## src/rtl/fifo_irq_pkg.sv

```systemverilog
package fifo_irq_pkg;
  localparam int unsigned SRC_N = 3;
  typedef logic [SRC_N-1:0] src_t;
  // transmit queue has no half source
  localparam src_t TXQ_MASK = 3'b101;
  localparam src_t ALL_MASK = 3'b111;

  function automatic logic is_full(input logic [31:0] cnt, input logic [31:0] depth);
    return cnt >= depth;
  endfunction

  // bit0 not empty, bit1 half full, bit2 full
  function automatic src_t rx_status(input logic [31:0] cnt, input logic [31:0] depth);
    src_t s;
    s[0] = (cnt != 32'd0);
    s[1] = ((cnt << 1) >= depth);
    s[2] = is_full(cnt, depth);
    return s;
  endfunction

  // bit0 not full, bit1 half empty, bit2 empty
  function automatic src_t tx_status(input logic [31:0] cnt, input logic [31:0] depth);
    src_t s;
    s[0] = (cnt < depth);
    s[1] = ((cnt << 1) <= depth);
    s[2] = (cnt == 32'd0);
    return s;
  endfunction
endpackage

```

## src/rtl/fifo_irq_status.sv

```systemverilog
module fifo_irq_status
  import fifo_irq_pkg::*;
#(
  parameter int unsigned CNT_W  = 6,
  parameter bit          IS_TXQ = 1'b0
) (
  input  logic             clk,
  input  logic             rst_n,
  input  logic [CNT_W-1:0] cnt,
  input  logic [CNT_W-1:0] depth,
  input  logic             dir_tx,
  output src_t             stat_q,
  output logic             tx_q,
  output logic             tx_now,
  output logic             full_now
);
  localparam int unsigned PAD_W = 32 - CNT_W;
  localparam src_t        MASK  = IS_TXQ ? TXQ_MASK : ALL_MASK;

  logic [31:0] cnt_w;
  logic [31:0] dep_w;
  src_t        stat_d;

  assign cnt_w    = {{PAD_W{1'b0}}, cnt};
  assign dep_w    = {{PAD_W{1'b0}}, depth};
  assign tx_now   = IS_TXQ ? 1'b1 : dir_tx;
  assign full_now = is_full(cnt_w, dep_w);

  always_comb begin
    if (tx_now) stat_d = tx_status(cnt_w, dep_w);
    else        stat_d = rx_status(cnt_w, dep_w);
    stat_d = stat_d & MASK;
  end

  always_ff @(posedge clk or negedge rst_n) begin
    if (!rst_n) begin
      stat_q <= '0;
      tx_q   <= IS_TXQ;
    end else begin
      stat_q <= stat_d;
      tx_q   <= tx_now;
    end
  end
endmodule

```

## src/rtl/fifo_irq_enables.sv

```systemverilog
module fifo_irq_enables
  import fifo_irq_pkg::*;
#(
  parameter int unsigned NUM_BUF = 32
) (
  input  logic                     clk,
  input  logic                     rst_n,
  input  logic [NUM_BUF-1:0]       we,
  input  logic [NUM_BUF*SRC_N-1:0] wdata,
  output logic [NUM_BUF*SRC_N-1:0] en_q
);
  for (genvar b = 0; b < NUM_BUF; b++) begin : g_en
    localparam src_t MASK = (b == 0) ? TXQ_MASK : ALL_MASK;
    always_ff @(posedge clk or negedge rst_n) begin
      if (!rst_n)     en_q[b*SRC_N +: SRC_N] <= '0;
      else if (we[b]) en_q[b*SRC_N +: SRC_N] <= wdata[b*SRC_N +: SRC_N] & MASK;
    end
  end
endmodule

```

## src/rtl/fifo_irq_sticky.sv

```systemverilog
module fifo_irq_sticky #(
  parameter int unsigned NUM_BUF = 32
) (
  input  logic               clk,
  input  logic               rst_n,
  input  logic [NUM_BUF-1:0] set,
  input  logic [NUM_BUF-1:0] clr,
  output logic [NUM_BUF-1:0] flag_q
);
  // set has priority over clear
  always_ff @(posedge clk or negedge rst_n) begin
    if (!rst_n) flag_q <= '0;
    else        flag_q <= (flag_q & ~clr) | set;
  end
endmodule

```

## src/rtl/fifo_irq_combine.sv

```systemverilog
module fifo_irq_combine
  import fifo_irq_pkg::*;
#(
  parameter int unsigned NUM_BUF = 32
) (
  input  logic [NUM_BUF*SRC_N-1:0] stat,
  input  logic [NUM_BUF*SRC_N-1:0] en,
  input  logic [NUM_BUF-1:0]       tx_sel,
  output logic [NUM_BUF-1:0]       buf_irq,
  output logic [NUM_BUF-1:0]       rx_vec,
  output logic [NUM_BUF-1:0]       tx_vec
);
  for (genvar b = 0; b < NUM_BUF; b++) begin : g_cmb
    assign buf_irq[b] = |(stat[b*SRC_N +: SRC_N] & en[b*SRC_N +: SRC_N]);
    if (b == 0) begin : g_txq
      assign tx_vec[b] = buf_irq[b];
      assign rx_vec[b] = 1'b0;
    end else begin : g_fifo
      assign tx_vec[b] = buf_irq[b] &  tx_sel[b];
      assign rx_vec[b] = buf_irq[b] & ~tx_sel[b];
    end
  end
endmodule

```

## src/rtl/fifo_irq_agg.sv

```systemverilog
module fifo_irq_agg
  import fifo_irq_pkg::*;
#(
  parameter int unsigned NUM_BUF = 32,
  parameter int unsigned CNT_W   = 6
) (
  input  logic                     clk,
  input  logic                     rst_n,
  input  logic [NUM_BUF*CNT_W-1:0] occ_cnt,
  input  logic [NUM_BUF*CNT_W-1:0] fifo_depth,
  input  logic [NUM_BUF-1:0]       fifo_is_tx,
  input  logic [NUM_BUF-1:0]       en_we,
  input  logic [NUM_BUF*3-1:0]     en_wdata,
  input  logic [NUM_BUF-1:0]       msg_rcvd,
  input  logic [NUM_BUF-1:0]       retry_exhaust,
  input  logic [NUM_BUF-1:0]       ovf_clr,
  input  logic [NUM_BUF-1:0]       att_clr,
  output logic [NUM_BUF*3-1:0]     stat_flags,
  output logic [NUM_BUF-1:0]       ovf_flags,
  output logic [NUM_BUF-1:0]       att_flags,
  output logic [NUM_BUF-1:0]       rx_irq_vec,
  output logic [NUM_BUF-1:0]       tx_irq_vec
);
  logic [NUM_BUF-1:0]       tx_q;
  logic [NUM_BUF-1:0]       tx_now;
  logic [NUM_BUF-1:0]       full_now;
  logic [NUM_BUF-1:0]       ovf_set;
  logic [NUM_BUF-1:0]       att_set;
  logic [NUM_BUF-1:0]       buf_irq;
  logic [NUM_BUF*SRC_N-1:0] en_q;

  for (genvar b = 0; b < NUM_BUF; b++) begin : g_buf
    fifo_irq_status #(.CNT_W(CNT_W), .IS_TXQ(b == 0)) u_stat (
      .clk      (clk),
      .rst_n    (rst_n),
      .cnt      (occ_cnt[b*CNT_W +: CNT_W]),
      .depth    (fifo_depth[b*CNT_W +: CNT_W]),
      .dir_tx   (fifo_is_tx[b]),
      .stat_q   (stat_flags[b*SRC_N +: SRC_N]),
      .tx_q     (tx_q[b]),
      .tx_now   (tx_now[b]),
      .full_now (full_now[b])
    );
  end

  assign ovf_set = msg_rcvd & ~tx_now & full_now;
  assign att_set = retry_exhaust & tx_now;

  fifo_irq_enables #(.NUM_BUF(NUM_BUF)) u_en (
    .clk   (clk),
    .rst_n (rst_n),
    .we    (en_we),
    .wdata (en_wdata),
    .en_q  (en_q)
  );

  fifo_irq_sticky #(.NUM_BUF(NUM_BUF)) u_ovf (
    .clk    (clk),
    .rst_n  (rst_n),
    .set    (ovf_set),
    .clr    (ovf_clr),
    .flag_q (ovf_flags)
  );

  fifo_irq_sticky #(.NUM_BUF(NUM_BUF)) u_att (
    .clk    (clk),
    .rst_n  (rst_n),
    .set    (att_set),
    .clr    (att_clr),
    .flag_q (att_flags)
  );

  fifo_irq_combine #(.NUM_BUF(NUM_BUF)) u_cmb (
    .stat    (stat_flags),
    .en      (en_q),
    .tx_sel  (tx_q),
    .buf_irq (buf_irq),
    .rx_vec  (rx_irq_vec),
    .tx_vec  (tx_irq_vec)
  );
endmodule

```

## config.mk

```make
export PLATFORM = sky130hd
export DESIGN_NAME = fifo_irq_agg
export DESIGN_NICKNAME = d
export VERILOG_FILES = /design/src/rtl/fifo_irq_pkg.sv /design/src/rtl/fifo_irq_status.sv /design/src/rtl/fifo_irq_enables.sv /design/src/rtl/fifo_irq_sticky.sv /design/src/rtl/fifo_irq_combine.sv /design/src/rtl/fifo_irq_agg.sv
export SDC_FILE = /design/constraint.sdc
export NUM_CORES = 1
export LEC_CHECK = 0
export CAP_MARGIN = 0
export CORE_AREA = 4 4 350 352
export CTS_CLUSTER_SIZE = 28
export DETAILED_ROUTE_END_ITERATION = 6
export DIE_AREA = 0 0 354 356
export HOLD_SLACK_MARGIN = 0.1
export PLACE_DENSITY = 0.45
export SLEW_MARGIN = 10
export SYNTH_ARGS = -nofsm -noshare
export SYNTH_HDL_FRONTEND = slang
export SYNTH_SLANG_ARGS = --single-unit
```

## constraint.sdc

```tcl
create_clock -name clk -period 1.7 [get_ports clk]
set_clock_uncertainty 0.2 [all_clocks]
set_input_delay 0.255 -clock clk [delete_from_list [all_inputs] [get_ports clk]]
set_output_delay 0.255 -clock clk [all_outputs]
set_load 0.02 [all_outputs]
```

==> metrics.txt <==
status complete, but fails checks; failing checks negative setup slack; Rows 127; reg-to-reg slack, setup 0.29 ns; peak supply drop 0.475 mV; H-tree Lvls 2; largest net degree at the start of global routing 34; wire length of the first global-routing pass 145,000 um; Antenna Nets Post-Route 0; sequential-to-total area share from yosys stat 0.350; Synth top area share 0.350; Pins Over Slew Limit 0; Area growth syn-to-layout 90.5%; Fmax approximately 400 MHz; Die Span X 354 um; CP Capture Type output port; IO buf count between 800 and 900; clock sink count 285; post-synthesis register bit count ~290; share of cells above drive strength 1 0.249; most used cell, CP buf_4; final instance area 38,800 um2; Reg power frac 0.307; grt total ovfl 0; post-detail-place hpwl approximately 86,000 um; Largest stage delay, worst path 0.49 ns; P_sw 7.98 mW; Crit Path Category register to output port; crit path cell chain a222oi_1 -> buf_4 -> nor2b_1 -> buf_4 -> buf_6; pwr dens 661 nW/um2; startpoint types register; Mean Syn Cell Area 9.65 um2; FF-to-FF path depth 3; Non-Filler Instances 5,380; r2r endpoint u_att.flag_q[15]$_DFF_PN0_; Tmin final 2.47 ns; Buf+Inv Stages, Crit Path 3; Clk pin slew, worst setup/hold paths 0.06 ns; Post-route DRC 0; Max-Cap Viols 0; core footprint 119,000 um2; Routed WL per cell 18.5 um; cell area after placement 34,700 um2; dpl cells 5,023; Max Root-Sink Buffers 3; Combinational Power Share 0.356; final hold vios 0; synthesized instance count 2,111; cell taking the most area after synthesis dfrtp_1; initial antenna violation count 40; Synth warnings 0; layout net count 4,735; Clk pwr share 0.337; Worst path slowest cell dfrtp_2; switching fraction of total power 0.311; setup violators final 82; vias in the first global route ~23,000; Critical Path RT 1.24 ns; Clock Root Buffer clkbuf_16; DR iter-0 viols 790; Fin Setup TNS -29.64 ns; CTS Buf Count 39; Worst Path Max Fanout 2; setup slack after layout -0.769 ns; RR Startpoint u_att.flag_q[15]$_DFF_PN0_; Final period util 1.45; synth top area cells dfrtp_1 35%, ha_1 21%, inv_1 5.8%; Initial Util 0.171; synth unique cells 26; Vias per Instance 3.95; Die H 356 um; unrepaired setup endpoints after global routing true; Worst Path Arrival around 2.0 ns; TritonRoute pass-1 iters 6; leakage power about 19 nW; RD Place Congestion roughly 0.85; CP delay by family, top flip-flops; TritonCTS clock tree done; I/O pin count 898; clk_lat worst skew 0.59 ns; worst min path class input pin to async pin; Worst path depth 5; final WL 99,800 um; die area 126,000 um2; via count 21,300; Tot GR Track Use 0.153; Pint 17.7 mW; mapped cell area slightly above 20,000 um2; post-place setup slack -0.624 ns
==> cell usage in the layout (no fill, tap or decap), types with 9 or more instances in the layout <==
| cell | count |
|---|---|
| clkdlybuf4s50_1 | 667 |
| o21ai_0 | 132 |
| or3b_1 | 31 |
| nor2_1 | 76 |
| diode_2 | 22 |
| dfrtp_1 | 277 |
| nor2b_1 | 78 |
| a21o_1 | 33 |
| mux2_2 | 95 |
| nand2b_1 | 32 |
| nand2_1 | 186 |
| o21ai_2 | 32 |
| a21oi_1 | 156 |
| a222oi_1 | 31 |
| nor2b_2 | 9 |
| buf_4 | 365 |
| buf_6 | 178 |
| nor4_1 | 31 |
| buf_2 | 87 |
| and4_1 | 31 |
| o32ai_1 | 31 |
| dlygate4sd3_1 | 231 |
| nor2_2 | 12 |
| buf_12 | 33 |
| o21ai_1 | 23 |
| clkbuf_16 | 40 |
| nand4b_4 | 31 |
| mux2i_1 | 31 |
| nor3_1 | 63 |
| ha_1 | 345 |
| inv_1 | 316 |
==> what timing repair did <==
action,in CTS,in global routing
setup endpoints to repair,220,158
setup buffers,70,28
hold buffers,232,6
gates resized for setup,1032,72
endpoints found under the hold margin,465,6
pin swaps,33,28
==> power groups by stage <==
| stage | Sequential, mW | Combinational, mW | Clock [mW] |
|---|---|---|---|
| floorplan | 8.26 | 2.80 | 0 |
| global placement | 7.98 | 8.43 | 0 |
| detailed placement | 7.98 | 8.45 | 0 |
| CTS | 7.87 | 9.12 | 9.02 |
| global route | 7.95 | 9.97 | 9.27 |
| finish | 7.87 | 9.13 | 8.64 |
==> worst reg2reg max path: cells and delay by family, from the launching register on <==
family / cells / cell delay, ns
buffers and inverters: 2 / 0.62
flip-flops: 1 / 0.38
AO/OA/AOI/OAI: 1 / 0.09
==> cell type report <==
class	count	area [um2]
Antenna cell	22	55.1
Inverter	316	1190
Timing Repair Buffer	1564	14900
Fill cell	12400	80500
Clock inverter	19	201
Multi-Input combinational cell	1509	12200
Clock buffer	53	1120
Tap cell	1612	2020
Sequential cell	285	7140
==> per-layer routing <==
metal  global-route usage  up-vias  wire (um)
li1                     -    10700          -
met1                0.176     9764      40100
met2                0.268      621      48600
met3               0.0479      140       7670
met4               0.0543       16       3370
met5                    0        -         88
==> state kept, by name, summed over array words and instances (netlist names) <==
register,cells
g_buf.u_stat.tx_q,31
g_buf.u_stat.stat_q,95
u_en.en_q,95
u_att.flag_q,32
u_ovf.flag_q,32
==> kinds of logic after synthesis <==
group	after synthesis	share of synthesized area
AND/OR/NAND/NOR	594	0.179
AO/OA/AOI/OAI	441	0.132
adder cells (fa/ha/maj)	346	0.213
buffers and inverters	318	0.0590
flip-flops	285	0.350
multiplexers	126	0.0678
other	1	0.000184
==> per-stage QoR <==
| step | util | total power, mW | hold WS [ns] |
|---|---|---|---|
| 2_1_floorplan | - | 11.1 | -0.241 |
| 3_3_place_gp | 0.291 | 16.4 | -0.0370 |
| 3_5_place_dp | 0.291 | 16.4 | -0.0373 |
| 4_1_cts | 0.322 | 26.0 | 0.101 |
| 5_1_grt | 0.325 | 27.2 | 0.115 |
| 6_report | 0.325 | 25.6 | 0.153 |
==> synthesized netlist by cell type <==
master,n
a21o_1,33
a21oi_1,158
a222oi_1,31
a22o_1,1
and4_1,31
buf_4,2
conb_1,1
dfrtp_1,285
ha_1,346
inv_1,316
mux2_2,95
mux2i_1,31
nand2_1,186
nand2b_1,32
nand3_1,1
nand4b_4,31
nor2_1,93
nor2b_1,94
nor3_1,63
nor4_1,31
o21ai_0,140
o21ai_1,16
o21ai_2,31
o32ai_1,31
or3b_1,31
or4_1,1
==> worst max-delay path by stage <==
stage / slack, ns / start / end
global route: -0.86 / g_buf[7].u_stat.stat_q[0]$_DFF_PN0_ / tx_irq_vec[7]
floorplan: 0.12 / fifo_depth[8] / g_buf[1].u_stat.stat_q[1]$_DFF_PN0_
CTS: -0.84 / g_buf[7].u_stat.stat_q[1]$_DFF_PN0_ / tx_irq_vec[7]
finish: -0.77 / g_buf[7].u_stat.stat_q[0]$_DFF_PN0_ / tx_irq_vec[7]
detailed placement: -0.62 / fifo_depth[149] / g_buf[24].u_stat.stat_q[1]$_DFF_PN0_
global placement: -0.67 / occ_cnt[139] / g_buf[23].u_stat.stat_q[0]$_DFF_PN0_
No activity file was read; power rests on OpenSTA's default activity.
